[config.mk]
export PLATFORM = sky130hd
export DESIGN_NAME = acc_core_exec
export DESIGN_NICKNAME = d
export VERILOG_FILES = /design/src/rtl/acc_pkg.sv /design/src/rtl/acc_decode.sv /design/src/rtl/acc_bank_addr.sv /design/src/rtl/acc_alu.sv /design/src/rtl/acc_core_exec.sv
export SDC_FILE = /design/constraint.sdc
export NUM_CORES = 1
export LEC_CHECK = 0
export BUFFER_PORTS_ARGS = -buffer_cell sky130_fd_sc_hd__buf_2
export CAP_MARGIN = 20
export CORE_MARGIN = 1
export CORE_UTILIZATION = 45
export CTS_CLUSTER_DIAMETER = 200
export DETAILED_ROUTE_END_ITERATION = 7
export GPL_TIMING_DRIVEN = 0
export MAX_ROUTING_LAYER = met4
export PLACE_DENSITY = 0.68
export SETUP_SLACK_MARGIN = 0.2
export SYNTH_ARGS = -nofsm -noshare
export SYNTH_HDL_FRONTEND = slang
export SYNTH_SLANG_ARGS = --single-unit
[constraint.sdc]
create_clock -name clk -period 4.34 [get_ports clk]
set_clock_uncertainty 0.2 [all_clocks]
set_input_delay 0.868 -clock clk [delete_from_list [all_inputs] [get_ports clk]]
set_output_delay 0.868 -clock clk [all_outputs]
set_load 0.01 [all_outputs]
[src/rtl/acc_pkg.sv]
package acc_pkg;

   typedef enum logic [2:0] {
      OP_NOP,
      OP_LDW,
      OP_LDBANK,
      OP_STW,
      OP_COPYF,
      OP_ADDF,
      OP_SUBF,
      OP_MOVABS
   } op_e;

   typedef enum logic [1:0] {
      ALU_PASS,
      ALU_ADD,
      ALU_SUB
   } alu_e;

   typedef struct packed {
      op_e         op;
      logic        dst_f;
      logic        banked;
      logic [7:0]  fld;
      logic [11:0] abs_adr;
   } dec_t;

endpackage

[src/rtl/acc_decode.sv]
module acc_decode
   import acc_pkg::*;
#(
   parameter int IW = 16
) (
   input  logic [IW-1:0] ir,
   output dec_t          dec
);

   always_comb begin
      dec.op      = OP_NOP;
      dec.dst_f   = ir[9];
      dec.banked  = ir[8];
      dec.fld     = ir[7:0];
      dec.abs_adr = ir[11:0];
      if (ir[15:8] == 8'h0E)
         dec.op = OP_LDW;
      else if (ir[15:4] == 12'h010)
         dec.op = OP_LDBANK;
      else if (ir[15:9] == 7'b0110111)
         dec.op = OP_STW;
      else if (ir[15:10] == 6'b010100)
         dec.op = OP_COPYF;
      else if (ir[15:10] == 6'b001001)
         dec.op = OP_ADDF;
      else if (ir[15:10] == 6'b010111)
         dec.op = OP_SUBF;
      else if (ir[15:12] == 4'hC)
         dec.op = OP_MOVABS;
   end

endmodule

[src/rtl/acc_bank_addr.sv]
module acc_bank_addr #(
   parameter int DW     = 8,
   parameter int BANK_W = 4
) (
   input  logic [DW-1:0]        fld,
   input  logic                 banked,
   input  logic [BANK_W-1:0]    bank,
   output logic [BANK_W+DW-1:0] ea
);

   localparam logic [BANK_W-1:0] LOW_PAGE  = '0;
   localparam logic [BANK_W-1:0] HIGH_PAGE = '1;

   always_comb begin
      if (banked)
         ea = {bank, fld};
      else if (fld[DW-1])
         ea = {HIGH_PAGE, fld};
      else
         ea = {LOW_PAGE, fld};
   end

endmodule

[src/rtl/acc_alu.sv]
module acc_alu
   import acc_pkg::*;
#(
   parameter int DW          = 8,
   parameter bit SUB_VIA_ADD = 1'b1
) (
   input  alu_e          sel,
   input  logic [DW-1:0] f_val,
   input  logic [DW-1:0] w_val,
   output logic [DW-1:0] res
);

   logic [DW-1:0] diff;

   generate
      if (SUB_VIA_ADD) begin : g_sub_add
         always_comb diff = f_val + ~w_val + {{(DW-1){1'b0}}, 1'b1};
      end else begin : g_sub_direct
         always_comb diff = f_val - w_val;
      end
   endgenerate

   always_comb begin
      unique case (sel)
         ALU_ADD: res = f_val + w_val;
         ALU_SUB: res = diff;
         default: res = f_val;
      endcase
   end

endmodule

[src/rtl/acc_core_exec.sv]
module acc_core_exec
   import acc_pkg::*;
#(
   parameter int PC_W        = 21,
   parameter int DW          = 8,
   parameter int IW          = 16,
   parameter int BANK_W      = 4,
   parameter bit SUB_VIA_ADD = 1'b1
) (
   input  logic                 clk,
   input  logic                 rst_n,
   output logic [PC_W-1:0]      prog_addr,
   input  logic [IW-1:0]        prog_data,
   output logic [BANK_W+DW-1:0] dmem_addr,
   output logic [DW-1:0]        dmem_wdata,
   input  logic [DW-1:0]        dmem_rdata,
   output logic                 dmem_we,
   output logic [DW-1:0]        w_out,
   output logic [BANK_W-1:0]    bank_out
);

   localparam int AW   = BANK_W + DW;
   localparam int PH_W = 2;
   localparam logic [PH_W-1:0] PH_FETCH = 2'd0;
   localparam logic [PH_W-1:0] PH_LATCH = 2'd2;
   localparam logic [PH_W-1:0] PH_WB    = 2'd3;
   localparam logic [PC_W-1:0] PC_STEP  = {{(PC_W-1){1'b0}}, 1'b1};

   generate
      if (IW != 16 || DW != 8 || BANK_W != 4) begin : g_bad_cfg
         $error("acc_core_exec: encoding needs IW=16, DW=8, BANK_W=4");
      end
      if (PC_W < 2) begin : g_bad_pc
         $error("acc_core_exec: PC_W too small");
      end
   endgenerate

   logic [PH_W-1:0]   ph;
   logic [PC_W-1:0]   pc;
   logic [IW-1:0]     ir;
   logic [DW-1:0]     wreg;
   logic [BANK_W-1:0] bank;
   logic [DW-1:0]     opnd;
   logic              ff_second;

   dec_t          dec;
   logic [AW-1:0] ea;
   alu_e          alu_sel;
   logic [DW-1:0] alu_res;
   logic          is_file_op;
   logic          wr_file;
   logic          wr_w;

   acc_decode #(.IW(IW)) u_dec (
      .ir  (ir),
      .dec (dec)
   );

   acc_bank_addr #(.DW(DW), .BANK_W(BANK_W)) u_bank (
      .fld    (dec.fld),
      .banked (dec.banked),
      .bank   (bank),
      .ea     (ea)
   );

   acc_alu #(.DW(DW), .SUB_VIA_ADD(SUB_VIA_ADD)) u_alu (
      .sel   (alu_sel),
      .f_val (opnd),
      .w_val (wreg),
      .res   (alu_res)
   );

   always_comb begin
      is_file_op = (dec.op == OP_COPYF) || (dec.op == OP_ADDF) || (dec.op == OP_SUBF);
      unique case (dec.op)
         OP_ADDF: alu_sel = ALU_ADD;
         OP_SUBF: alu_sel = ALU_SUB;
         default: alu_sel = ALU_PASS;
      endcase
      wr_file = ff_second || (dec.op == OP_STW) || (is_file_op && dec.dst_f);
      wr_w    = !ff_second && ((dec.op == OP_LDW) || (is_file_op && !dec.dst_f));
   end

   always_comb begin
      if (ff_second || dec.op == OP_MOVABS)
         dmem_addr = AW'(dec.abs_adr);
      else
         dmem_addr = ea;
      if (ff_second)
         dmem_wdata = opnd;
      else if (dec.op == OP_STW)
         dmem_wdata = wreg;
      else
         dmem_wdata = alu_res;
      dmem_we = (ph == PH_WB) && wr_file;
   end

   always_ff @(posedge clk or negedge rst_n) begin
      if (!rst_n) begin
         ph        <= '0;
         pc        <= '0;
         ir        <= '0;
         wreg      <= '0;
         bank      <= '0;
         opnd      <= '0;
         ff_second <= 1'b0;
      end else begin
         ph <= ph + 1'b1;
         if (ph == PH_FETCH) begin
            ir <= prog_data;
            pc <= pc + PC_STEP;
         end
         if (ph == PH_LATCH && !ff_second)
            opnd <= dmem_rdata;
         if (ph == PH_WB) begin
            if (wr_w)
               wreg <= (dec.op == OP_LDW) ? dec.fld : alu_res;
            if (!ff_second && dec.op == OP_LDBANK)
               bank <= dec.fld[BANK_W-1:0];
            ff_second <= !ff_second && (dec.op == OP_MOVABS);
         end
      end
   end

   assign prog_addr = pc;
   assign w_out     = wreg;
   assign bank_out  = bank;

endmodule

Word level (Yosys, flattened, before mapping)
Index checks and enable logic that the tools add are counted.
- memories kept: 0
- output and inout port bits: 54
- bits in read-only memories: 0
- flip-flop bits (word level): 60
- bits in writable memories: 0
- latch bits: 0
- input port bits: 26
- add/sub/neg operators: 5
- muxes and demuxes: 15
- equality and inequality tests: 18
- $mul: 0
- bitwise logic cells: 1
- divide/modulo/power cells: 0
- $lt $le $gt $ge: 0
- shift-type cells: 0
- reduce and logical (&&, ||, !) cells: 18
- operators by type and width (cell ; number):
    12-bit 2-to-1 mux ; 3
    8-bit 2-to-1 mux ; 3
    21-bit by 1-bit adder with 21-bit output, second input constant ; 1
    3-bit 2-to-1 mux ; 7
    8-bit adder ; 2
    8-bit case mux with 2 select lines ; 1
    12-bit by 5-bit == test with 1-bit output, second input constant ; 1
    3-bit == test, second input constant ; 4
    6-bit by 5-bit == test with 1-bit output, second input constant ; 2
    8-bit by 1-bit adder with 8-bit output, second input constant ; 1
    8-bit by 4-bit == test with 1-bit output, second input constant ; 1
    8-bit inverter ; 1
    7-bit by 6-bit == test with 1-bit output, second input constant ; 1
    1-bit logical AND ; 7
    2-bit == test, second input constant ; 3
    3-bit by 2-bit == test with 1-bit output, second input constant ; 2
    6-bit by 4-bit == test with 1-bit output, second input constant ; 1
    1-bit logical OR ; 6
    4-bit == test, second input constant ; 1
    2-bit case mux with 2 select lines ; 1
    2-bit AND reduction ; 2
    3-bit by 1-bit == test with 1-bit output, second input constant ; 1
    2-bit by 1-bit adder with 2-bit output, second input constant ; 1
    2-bit by 1-bit == test with 1-bit output, second input constant ; 1
    2 further kinds ; 3

Longest topological paths before layout
Gate-level depths: netlist of the first run.
- depth in word-level cells: 15
- depth in mapped cells: 12

Hierarchy
Synthesis of the first run repeated with hierarchy kept, for this count alone.
- cells, all modules: 423
- area, all modules: 4204.0 um2
- by module, submodules not included (module ; times used ; area each (um2) ; cells each):
    acc_core_exec ; 1 ; 2869.0 ; 239
    acc_alu ; 1 ; 883.3 ; 126
    acc_decode ; 1 ; 346.6 ; 46
    acc_bank_addr ; 1 ; 105.1 ; 12

Worst setup path after synthesis of the first run
No wires, ideal clock.
- path kind: reg2out
- from: register ir[12]
- to: output dmem_wdata[3]
- data arrival time: 2.399 ns
- path slack: 0.873 ns
- stages on the path, launching flop included: 10
- cells stage by stage: dfrtp_1 buf_4 nor3_1 nand4b_1 inv_1 ha_1 or4b_2 a41oi_1 o22ai_1 o21ai_0
- longest elaborated chain between the ends: 14
- elaborated cells between the ends (all ways): 23
- those cells by class: eq/ne: 12; mux: 11
- ends and longest elaborated chain (element ; RTL line ; RTL):
    from (decl) ; acc_core_exec.sv:40 ; logic [IW-1:0] ir;
    from (signal assigned) ; acc_core_exec.sv:110 ; ir <= prog_data;
    4-bit == test ; acc_decode.sv:28 ; else if (ir[15:12] == 4'hC)
    3-bit 2-to-1 mux ; acc_decode.sv:28 ;
    3-bit 2-to-1 mux ; acc_decode.sv:26 ; else if (ir[15:10] == 6'b010111)
    3-bit 2-to-1 mux ; acc_decode.sv:24 ; else if (ir[15:10] == 6'b001001)
    3-bit 2-to-1 mux ; acc_decode.sv:22 ; else if (ir[15:10] == 6'b010100)
    3-bit 2-to-1 mux ; acc_decode.sv:20 ; else if (ir[15:9] == 7'b0110111)
    3-bit 2-to-1 mux ; acc_decode.sv:18 ; else if (ir[15:4] == 12'h010)
    3-bit 2-to-1 mux (*) ; acc_decode.sv:16 ; if (ir[15:8] == 8'h0E)
    3-bit == test ; acc_core_exec.sv:75 ; unique case (dec.op)
    2-bit case mux with 2 select lines ; acc_core_exec.sv:75 ;
    2-bit == test / 2-bit by 1-bit == test with 1-bit output (equally long branches) ; acc_alu.sv:24 ; unique case (sel)
    8-bit case mux with 2 select lines ; acc_alu.sv:24 ;
    8-bit 2-to-1 mux (*) ; acc_core_exec.sv:91 ; else if (dec.op == OP_STW)
    8-bit 2-to-1 mux (*) ; acc_core_exec.sv:89 ; if (ff_second)
    to (decl) ; acc_core_exec.sv:15 ; output logic [DW-1:0] dmem_wdata,
Mark *: on every way between the ends. The rest lies on a longest branch, timed or not.

Worst setup path after layout of the first run
Same ends and word-level chain as after synthesis.

==> results of run 1 <==
-- critical path, stage by stage, from the launching register on --
cell,delay [ns]
dfrtp_1,0.36
buf_4,0.16
nor3_2,0.21
nand4b_1,0.20
inv_1,0.13
ha_2,0.26
or4b_2,0.62
a41oi_2,0.24
o22ai_1,0.15
o21ai_0,0.16
buf_2,0.15
-- kinds of logic (layout without fill, tap and decap cells) --
kind of cell	Yosys count	in the layout	synth area share
fa+ha+maj	22	22	0.0746
simple gates	133	133	0.185
xor+xnor	23	23	0.0518
mux	35	35	0.0994
compound gates	86	86	0.145
buf+inv	49	146	0.0579
flops	60	60	0.386
-- worst paths after layout --
kind                       slack (ns)  depth (start not counted)                 startpoint                        end
setup reg to reg                 1.54                         10         ir[12]$_DFFE_PN0N_       w_out[3]$_DFFE_PN0P_
setup / recovery                 0.30                         10         ir[12]$_DFFE_PN0N_              dmem_wdata[3]
max in group asynchronous        2.92                          2                      rst_n        opnd[1]$_DFFE_PN0P_
hold / removal                   0.27                          1  prog_addr[20]$_DFFE_PN0N_  prog_addr[20]$_DFFE_PN0N_
min in group asynchronous        0.41                          1                      rst_n          ir[7]$_DFFE_PN0N_
hold reg to reg                  0.27                          1  prog_addr[20]$_DFFE_PN0N_  prog_addr[20]$_DFFE_PN0N_
-- cell type report --
type,instances,area (um^2)
Multi-Input combinational cell,299,2190
Fill cell,736,3620
Tap cell,105,131
Clock inverter,4,47.5
Clock buffer,12,155
Buffer,28,154
Sequential cell,60,1500
Inverter,21,78.8
Timing Repair Buffer,81,423
-- synth_stat cells, types with 2 or more instances --
cell type / number
a21o_1: 9
ha_1: 20
o21bai_1: 2
nand2b_1: 6
nor4b_1: 2
o41ai_1: 2
nand3_1: 9
a221oi_1: 3
mux2i_1: 6
a211oi_1: 5
dfrtp_1: 60
a31oi_1: 4
or3_1: 3
o21a_1: 2
nand4b_1: 2
o32ai_1: 2
nor2_1: 18
and4_1: 3
nor2b_1: 12
o31ai_1: 2
a41oi_1: 2
nor4_1: 4
clkbuf_1: 18
a21oi_1: 17
nand2_1: 44
fa_1: 2
and3_1: 4
buf_4: 9
inv_1: 21
nor3_1: 7
o21ai_0: 23
mux2_2: 29
o22ai_1: 4
nand3b_1: 4
a22oi_1: 2
xnor2_1: 15
xor2_1: 8
nand4_1: 4
-- power groups by stage --
stage               registers [mW]  logic, mW  clock network, mW
floorplan                    0.649      0.216                  0
global placement             0.652      0.319                  0
detailed placement           0.653      0.329                  0
CTS                          0.643      0.331              0.515
global route                 0.651      0.374              0.542
finish                       0.643      0.333              0.505
-- layer usage --
layer  vias up  GRT usage  routed length, um
li1       1628          -                  -
met3        11     0.0306                513
met1      1571      0.301               4200
met2        99      0.352               4280
met5         -          -                  0
met4         0     0.0720                 85
-- state kept, by name (all words and copies together), names as in the netlist --
| name | cells |
|---|---|
| prog_addr | 21 |
| ir | 16 |
| opnd | 8 |
| w_out | 8 |
| bank_out | 4 |
| ph | 2 |
| ff_second | 1 |
-- metrics by stage --
step | utilization | cell area, um^2 | setup slack (ns)
2_1_floorplan | - | 3890 | 0.873
3_3_place_gp | 0.532 | 4420 | 0.422
3_5_place_dp | 0.534 | 4440 | 0.427
4_1_cts | 0.561 | 4650 | 0.189
5_1_grt | 0.564 | 4680 | 0.170
6_report | 0.564 | 4680 | 0.305
-- what timing repair did --
item                                    CTS  global route
buffers inserted                          0             1
pin swaps                                 0             2
resized for setup                         5             8
endpoints found under the setup margin    6             6
==> results_dict.tcl, run 1 <==
set metrics [dict create \
    ant_nets 0 \
    seqPwrFrac 0.434 \
    syn_inst 408 \
    synthTopCellsByArea "dfrtp_1, mux2_2, ha_1, nand2_1, xnor2_1" \
    clock_latency_ns 0.33 \
    clock-sinks 60 \
    row_count 33 \
    p_total_mw 1.48 \
    cp_max_fo 9 \
    synth-seq-cells 60 \
    drive_gt1_frac 0.303 \
    grt_pass1_wl_mm 15.1 \
    required_ns 3.27 \
    setup_violations 0 \
    wl_mm 9.07 \
    slew_viol_final 0 \
    drc 0 \
    switching_share 0.299 \
    cts_root_buf "clkbuf_8" \
    cts_tree "yes" \
    dp_hpwl_mm 6.95 \
    start_util 0.469 \
    cap_violations 0 \
    synth_area_per_cell_um2 9.53 \
    clock_path_buffers 2 \
    wl_per_cell_um 14.9 \
    die_x_um 95.0 \
    dieHeight_um 95.0 \
    final_cell_mix "buf_2, dfrtp_1, nand2_1" \
    layout_commonest_cell "buf_2" \
    crit_type "reg -> out" \
    cellPowerDensity_mw_per_mm2 316 \
    power.share.combinational 0.225 \
    ys.flop_type "dfrtp_1" \
    outcome "complete, no violations" \
    synth_nets 456 \
    antenna_cells 0 \
    whs_ns 0.267 \
    synth.largest_area_cell "dfrtp_1" \
    start_kind "flop" \
    min_period_over_period 0.930 \
    hold_viol_final 0 \
    cp.arrival_ns 2.97 \
    core_area_mm2 0.00830 \
    ir_drop_mv 0.235 \
    relSlewSlack 0.489 \
    synth_edf_count 0 \
    gp_congestion 0.881 \
    io_buffers 79 \
    synth.cell_area_mm2 0.00389 \
    grt_pass1_vias 3138 \
    fin_nets 548 \
    clk_pin_slew_ns 0.07 \
    max_freq_ghz 0.248 \
    drtPass1Iterations 6 \
    rsz0062_at_grt "yes" \
    yosys_warnings 0 \
    instances_no_fill 610 \
    ys_seq_area_frac 0.386 \
    antenna_found_initial 0 \
    yosysTopAreaCellShare 0.386 \
    io_pins 80 \
    grt_usage 0.225 \
    cts_buffers 9 \
    die-area_mm2 0.00902 \
    place_inst 593 \
    vias_per_cell 5.42 \
    synth_cell_types 57 \
    min_path_type "reg -> reg" \
    switchingPower_mw 0.443 \
    areaGrowthSynthToFinish_pct 20.3 \
    vias 3309 \
    p_leak_nw 2.18 \
    tns_ns 0 \
    crit_path_end_kind "output port" \
    post-route-min-period_ns 4.04 \
    intPower_mw 1.04 \
    clockPowerShare 0.341 \
    cts-htree-levels 3 \
    grt-ovfl-total 0 \
    drt_iter0_markers 88 \
    tightest_slew_ns 0.767 \
    cts_hold_buf 0 \
    grt_max_degree 34 \
    synthArstFlopShare 1.00 \
]
No activity file was read; power rests on OpenSTA's default activity.
==> run 2: changes to the inputs <==
--- a/config.mk
+++ b/config.mk
@@ -12,8 +12,7 @@
 export CTS_CLUSTER_DIAMETER = 200
 export DETAILED_ROUTE_END_ITERATION = 7
 export GPL_TIMING_DRIVEN = 0
-export MAX_ROUTING_LAYER = met4
-export PLACE_DENSITY = 0.68
+export PLACE_DENSITY_LB_ADDON = 0.12
 export SETUP_SLACK_MARGIN = 0.2
 export SYNTH_ARGS = -nofsm -noshare
 export SYNTH_HDL_FRONTEND = slang
==> results_dict.tcl, run 2 (synthesis gave the netlist of run 1 again) <==
set metrics [dict create \
    r2r-end "w_out[6]$_DFFE_PN0P_" \
    place_inst 593 \
    drt_iter0_markers 136 \
    rrSetupSlack_ns 1.64 \
    io_buffers 79 \
    fin_nets 548 \
    instances_no_fill 610 \
    final_core_util 0.564 \
    row_count 33 \
    clock_path_buffers 2 \
    rsz0062_at_grt "no" \
    min_delay_path_depth 1 \
    power.share.combinational 0.223 \
    areaGrowthSynthToFinish_pct 20.4 \
    min_from "ph[0]$_DFF_PN0_" \
    switchingPower_mw 0.475 \
    ant_nets 0 \
    final.setup.worst_slack_ns 0.361 \
    whs_ns 0.268 \
    grt_max_degree 37 \
    hold_viol_final 0 \
    dpl_cell_area_mm2 0.00444 \
    drtPass1Iterations 4 \
    place_worst_setup_slack_ns 0.457 \
    crit_path_end_kind "output port" \
    antenna_cells 0 \
    tightest_slew_ns 0.627 \
    setup_violations 0 \
    cap_violations 0 \
    drc 0 \
    drive_gt1_frac 0.309 \
    r2r_start "w_out[0]$_DFFE_PN0P_" \
    cts_root_buf "clkbuf_8" \
    clockPowerShare 0.344 \
    largest_reg_flops 21 \
    grt_usage 0.224 \
    cellPowerDensity_mw_per_mm2 317 \
    p_leak_nw 2.17 \
    wl_per_cell_um 15.3 \
    dieHeight_um 95.0 \
    io_pins 80 \
    grt-ovfl-total 0 \
    hold_end "ph[0]$_DFF_PN0_" \
    max_freq_ghz 0.251 \
    cts-htree-levels 3 \
    tns_ns 0 \
    crit_type "reg -> out" \
    p_total_mw 1.49 \
    cp_max_fo 10 \
    post-route-min-period_ns 3.98 \
    grt_pass1_vias 3106 \
    cp.arrival_ns 2.91 \
    slew_viol_final 0 \
    dp_hpwl_mm 6.99 \
    stdcell_area_mm2 0.00468 \
    wl_mm 9.33 \
    vias_per_cell 5.44 \
    die-area_mm2 0.00902 \
    layout_commonest_cell "buf_2" \
    die_x_um 95.0 \
    ir_drop_mv 0.189 \
    outcome "complete, no violations" \
    start_kind "flop" \
    intPower_mw 1.01 \
    clk_pin_slew_ns 0.08 \
    clock-sinks 60 \
    start_util 0.469 \
    final_cell_mix "buf_2, dfrtp_1, nand2_1" \
    grt_pass1_wl_mm 15.4 \
    antenna_found_initial 0 \
    clock_latency_ns 0.35 \
    switching_share 0.320 \
    seqPwrFrac 0.433 \
    gp_congestion 0.862 \
    cts_buffers 9 \
    core_area_mm2 0.00830 \
    min_path_type "reg -> reg" \
    relSlewSlack 0.582 \
    ff2ff_path_depth 8 \
    min_period_over_period 0.917 \
    vias 3320 \
    cts_tree "yes" \
    required_ns 3.27 \
]
[run 2: area by class of cell]
class	count	area, um^2
clock inverters	7	75.1
plain buffers	28	154
fillers	778	3620
well taps	105	131
inverters	21	78.8
flip-flops and latches	60	1500
clock buffers	9	124
multi-input cells	299	2190
repair buffers	81	423
[run 2: layer usage]
metal	wire length (um)	up-vias	global-route usage
li1	-	1627	-
met2	4270	100	0.346
met1	4380	1578	0.313
met4	120	0	0.0669
met5	0	-	0
met3	562	15	0.0491
[run 2: worst max-delay path by stage]
| stage | cells past startpoint | to | slack [ns] | start |
|---|---|---|---|---|
| 5_1_grt | 10 | dmem_wdata[3] | 0.21 | ir[12]$_DFFE_PN0N_ |
| 3_3_place_gp | 11 | dmem_wdata[0] | 0.47 | ir[12]$_DFFE_PN0N_ |
| 3_5_place_dp | 11 | dmem_wdata[0] | 0.46 | ir[12]$_DFFE_PN0N_ |
| 6_report | 9 | dmem_wdata[7] | 0.36 | ir[12]$_DFFE_PN0N_ |
| 4_1_cts | 9 | dmem_wdata[7] | 0.22 | ir[12]$_DFFE_PN0N_ |
| 2_1_floorplan | 9 | dmem_wdata[3] | 0.87 | ir[12]$_DFFE_PN0N_ |
[run 2: repair_timing]
action / 4_1_cts / 5_1_grt
hold endpoints to repair: 0 / 0
endpoints found under the setup margin: 7 / 8
resized for setup: 5 / 10
pin swaps: 0 / 1
buffers inserted: 0 / 1
hold buffers: 0 / 0
[run 2: worst max-delay path, stage by stage (launching register included)]
cell,delay (ns)
dfrtp_1,0.37
buf_4,0.16
nor3_2,0.21
nand4b_1,0.22
ha_2,0.32
clkbuf_2,0.20
or3b_2,0.49
mux2_2,0.29
a31oi_1,0.16
buf_2,0.15
[run 2: power groups by stage]
| stage | Combinational (mW) | Sequential [mW] | Clock [mW] |
|---|---|---|---|
| 6_report | 0.332 | 0.643 | 0.511 |
| 5_1_grt | 0.376 | 0.649 | 0.547 |
| 4_1_cts | 0.331 | 0.642 | 0.523 |
| 3_5_place_dp | 0.329 | 0.653 | 0 |
| 3_3_place_gp | 0.320 | 0.652 | 0 |
| 2_1_floorplan | 0.216 | 0.649 | 0 |
==> run 3: changes to the inputs <==
--- a/config.mk
+++ b/config.mk
@@ -12,7 +12,7 @@
 export CTS_CLUSTER_DIAMETER = 200
 export DETAILED_ROUTE_END_ITERATION = 7
 export GPL_TIMING_DRIVEN = 0
-export PLACE_DENSITY_LB_ADDON = 0.12
+export PLACE_DENSITY = 0.71
 export SETUP_SLACK_MARGIN = 0.2
 export SYNTH_ARGS = -nofsm -noshare
 export SYNTH_HDL_FRONTEND = slang
==> results_dict.tcl, run 3 (synthesis gave the netlist of run 1 again) <==
set metrics [dict create \
    wl_per_cell_um 15.5 \
    final.setup.worst_slack_ns 0.277 \
    crit_type "reg -> out" \
    grt_pass1_wl_mm 15.5 \
    setup_violations 0 \
    tightest_slew_ns 0.633 \
    die-area_mm2 0.00902 \
    min_from "ph[0]$_DFF_PN0_" \
    cap_violations 0 \
    vias_per_cell 5.43 \
    r2r-end "w_out[6]$_DFFE_PN0P_" \
    instances_no_fill 610 \
    core_area_mm2 0.00830 \
    clock_latency_ns 0.34 \
    gp_congestion 0.902 \
    clock-sinks 60 \
    clock_path_buffers 2 \
    fillCellCount 738 \
    p_total_mw 1.40 \
    post-route-min-period_ns 4.06 \
    ant_nets 0 \
    vias 3310 \
    relSlewSlack 0.578 \
    grt_usage 0.226 \
    start_util 0.469 \
    hold_end "ph[0]$_DFF_PN0_" \
    die_x_um 95.0 \
    start_kind "flop" \
    io_buffers 79 \
    min_path_type "reg -> reg" \
    max_freq_ghz 0.246 \
    grt_pass1_vias 3115 \
    rrSetupSlack_ns 1.46 \
    cp_max_fo 10 \
    place_worst_setup_slack_ns 0.336 \
    drc 0 \
    slew_viol_final 0 \
    stdcell_area_mm2 0.00465 \
    r2r_start "ir[10]$_DFFE_PN0N_" \
    dpl_cell_area_mm2 0.00444 \
    outcome "complete, no violations" \
    p_leak_nw 2.15 \
    grt_max_degree 35 \
    fin_nets 549 \
    cts-htree-levels 3 \
    antenna_found_initial 0 \
    hold_viol_final 0 \
    dieHeight_um 95.0 \
    clk_pin_slew_ns 0.07 \
    crit_path_end_kind "output port" \
    row_count 33 \
    antenna_cells 0 \
    drive_gt1_frac 0.305 \
    cts_buffers 9 \
    layout_commonest_cell "buf_2" \
    required_ns 3.27 \
    grt-ovfl-total 0 \
    cellPowerDensity_mw_per_mm2 301 \
    cts_tree "yes" \
    largest_reg_flops 21 \
    dp_hpwl_mm 7.08 \
    drtPass1Iterations 5 \
    final_core_util 0.560 \
    wl_mm 9.46 \
    tns_ns 0 \
    cp.arrival_ns 2.99 \
    final_cell_mix "buf_2, dfrtp_1, nand2_1" \
    io_pins 80 \
    place_inst 593 \
    whs_ns 0.270 \
    ff2ff_path_depth 10 \
    areaGrowthSynthToFinish_pct 19.5 \
    rsz0062_at_grt "yes" \
    min_delay_path_depth 1 \
    ir_drop_mv 0.181 \
    cts_hold_buf 0 \
    cts_root_buf "clkbuf_8" \
    min_period_over_period 0.936 \
    drt_iter0_markers 181 \
]
==> run 3: how the worst max path moves through the flow <==
stage / startpoint / to / slack, ns
after floorplan: ir[12]$_DFFE_PN0N_ / dmem_wdata[3] / 0.87
after global placement: ir[12]$_DFFE_PN0N_ / dmem_wdata[4] / 0.45
after detailed placement: ir[12]$_DFFE_PN0N_ / dmem_wdata[4] / 0.34
after CTS: ir[12]$_DFFE_PN0N_ / dmem_wdata[0] / 0.21
after global routing: ir[11]$_DFFE_PN0N_ / dmem_wdata[7] / 0.16
final: ir[10]$_DFFE_PN0N_ / dmem_wdata[7] / 0.28
==> run 3: worst max-delay path, stage by stage, from the launching register on <==
cell,delay (ns)
dfrtp_1,0.46
nand2_1,0.14
nor2_2,0.18
nand3_1,0.15
inv_1,0.08
ha_1,0.31
clkbuf_4,0.28
or3b_2,0.45
mux2_2,0.28
a31oi_1,0.17
buf_2,0.16
==> run 3: cell type report <==
| cell class | count | area (um^2) | area share |
|---|---|---|---|
| plain buffers | 28 | 159 | 0.0342 |
| clock buffers | 10 | 128 | 0.0275 |
| clock inverters | 5 | 30.0 | 0.00646 |
| inverters | 21 | 78.8 | 0.0170 |
| multi-input cells | 299 | 2190 | 0.471 |
| flip-flops and latches | 60 | 1500 | 0.323 |
| well taps | 105 | 131 | 0.0283 |
| repair buffers | 82 | 430 | 0.0926 |
==> run 3: per-layer routing <==
layer,GRT usage,up-vias,part of all wire
met5,0,-,0
met4,0.0619,0,0.0095
met3,0.0475,9,0.053
met2,0.357,94,0.48
met1,0.314,1578,0.46
li1,-,1629,-
==> run 3: power breakdown <==
part / internal (mW) / switching [mW] / leakage [nW]
clock: 0.200 / 0.217 / 0.0779
combinational: 0.150 / 0.186 / 1.33
sequential: 0.593 / 0.0500 / 0.745
==> run 3: what timing repair did <==
item / in CTS / in global routing
buffers inserted: 0 / 2
pin swaps: 1 / 2
endpoints found under the setup margin: 8 / 8
gates resized for setup: 7 / 13
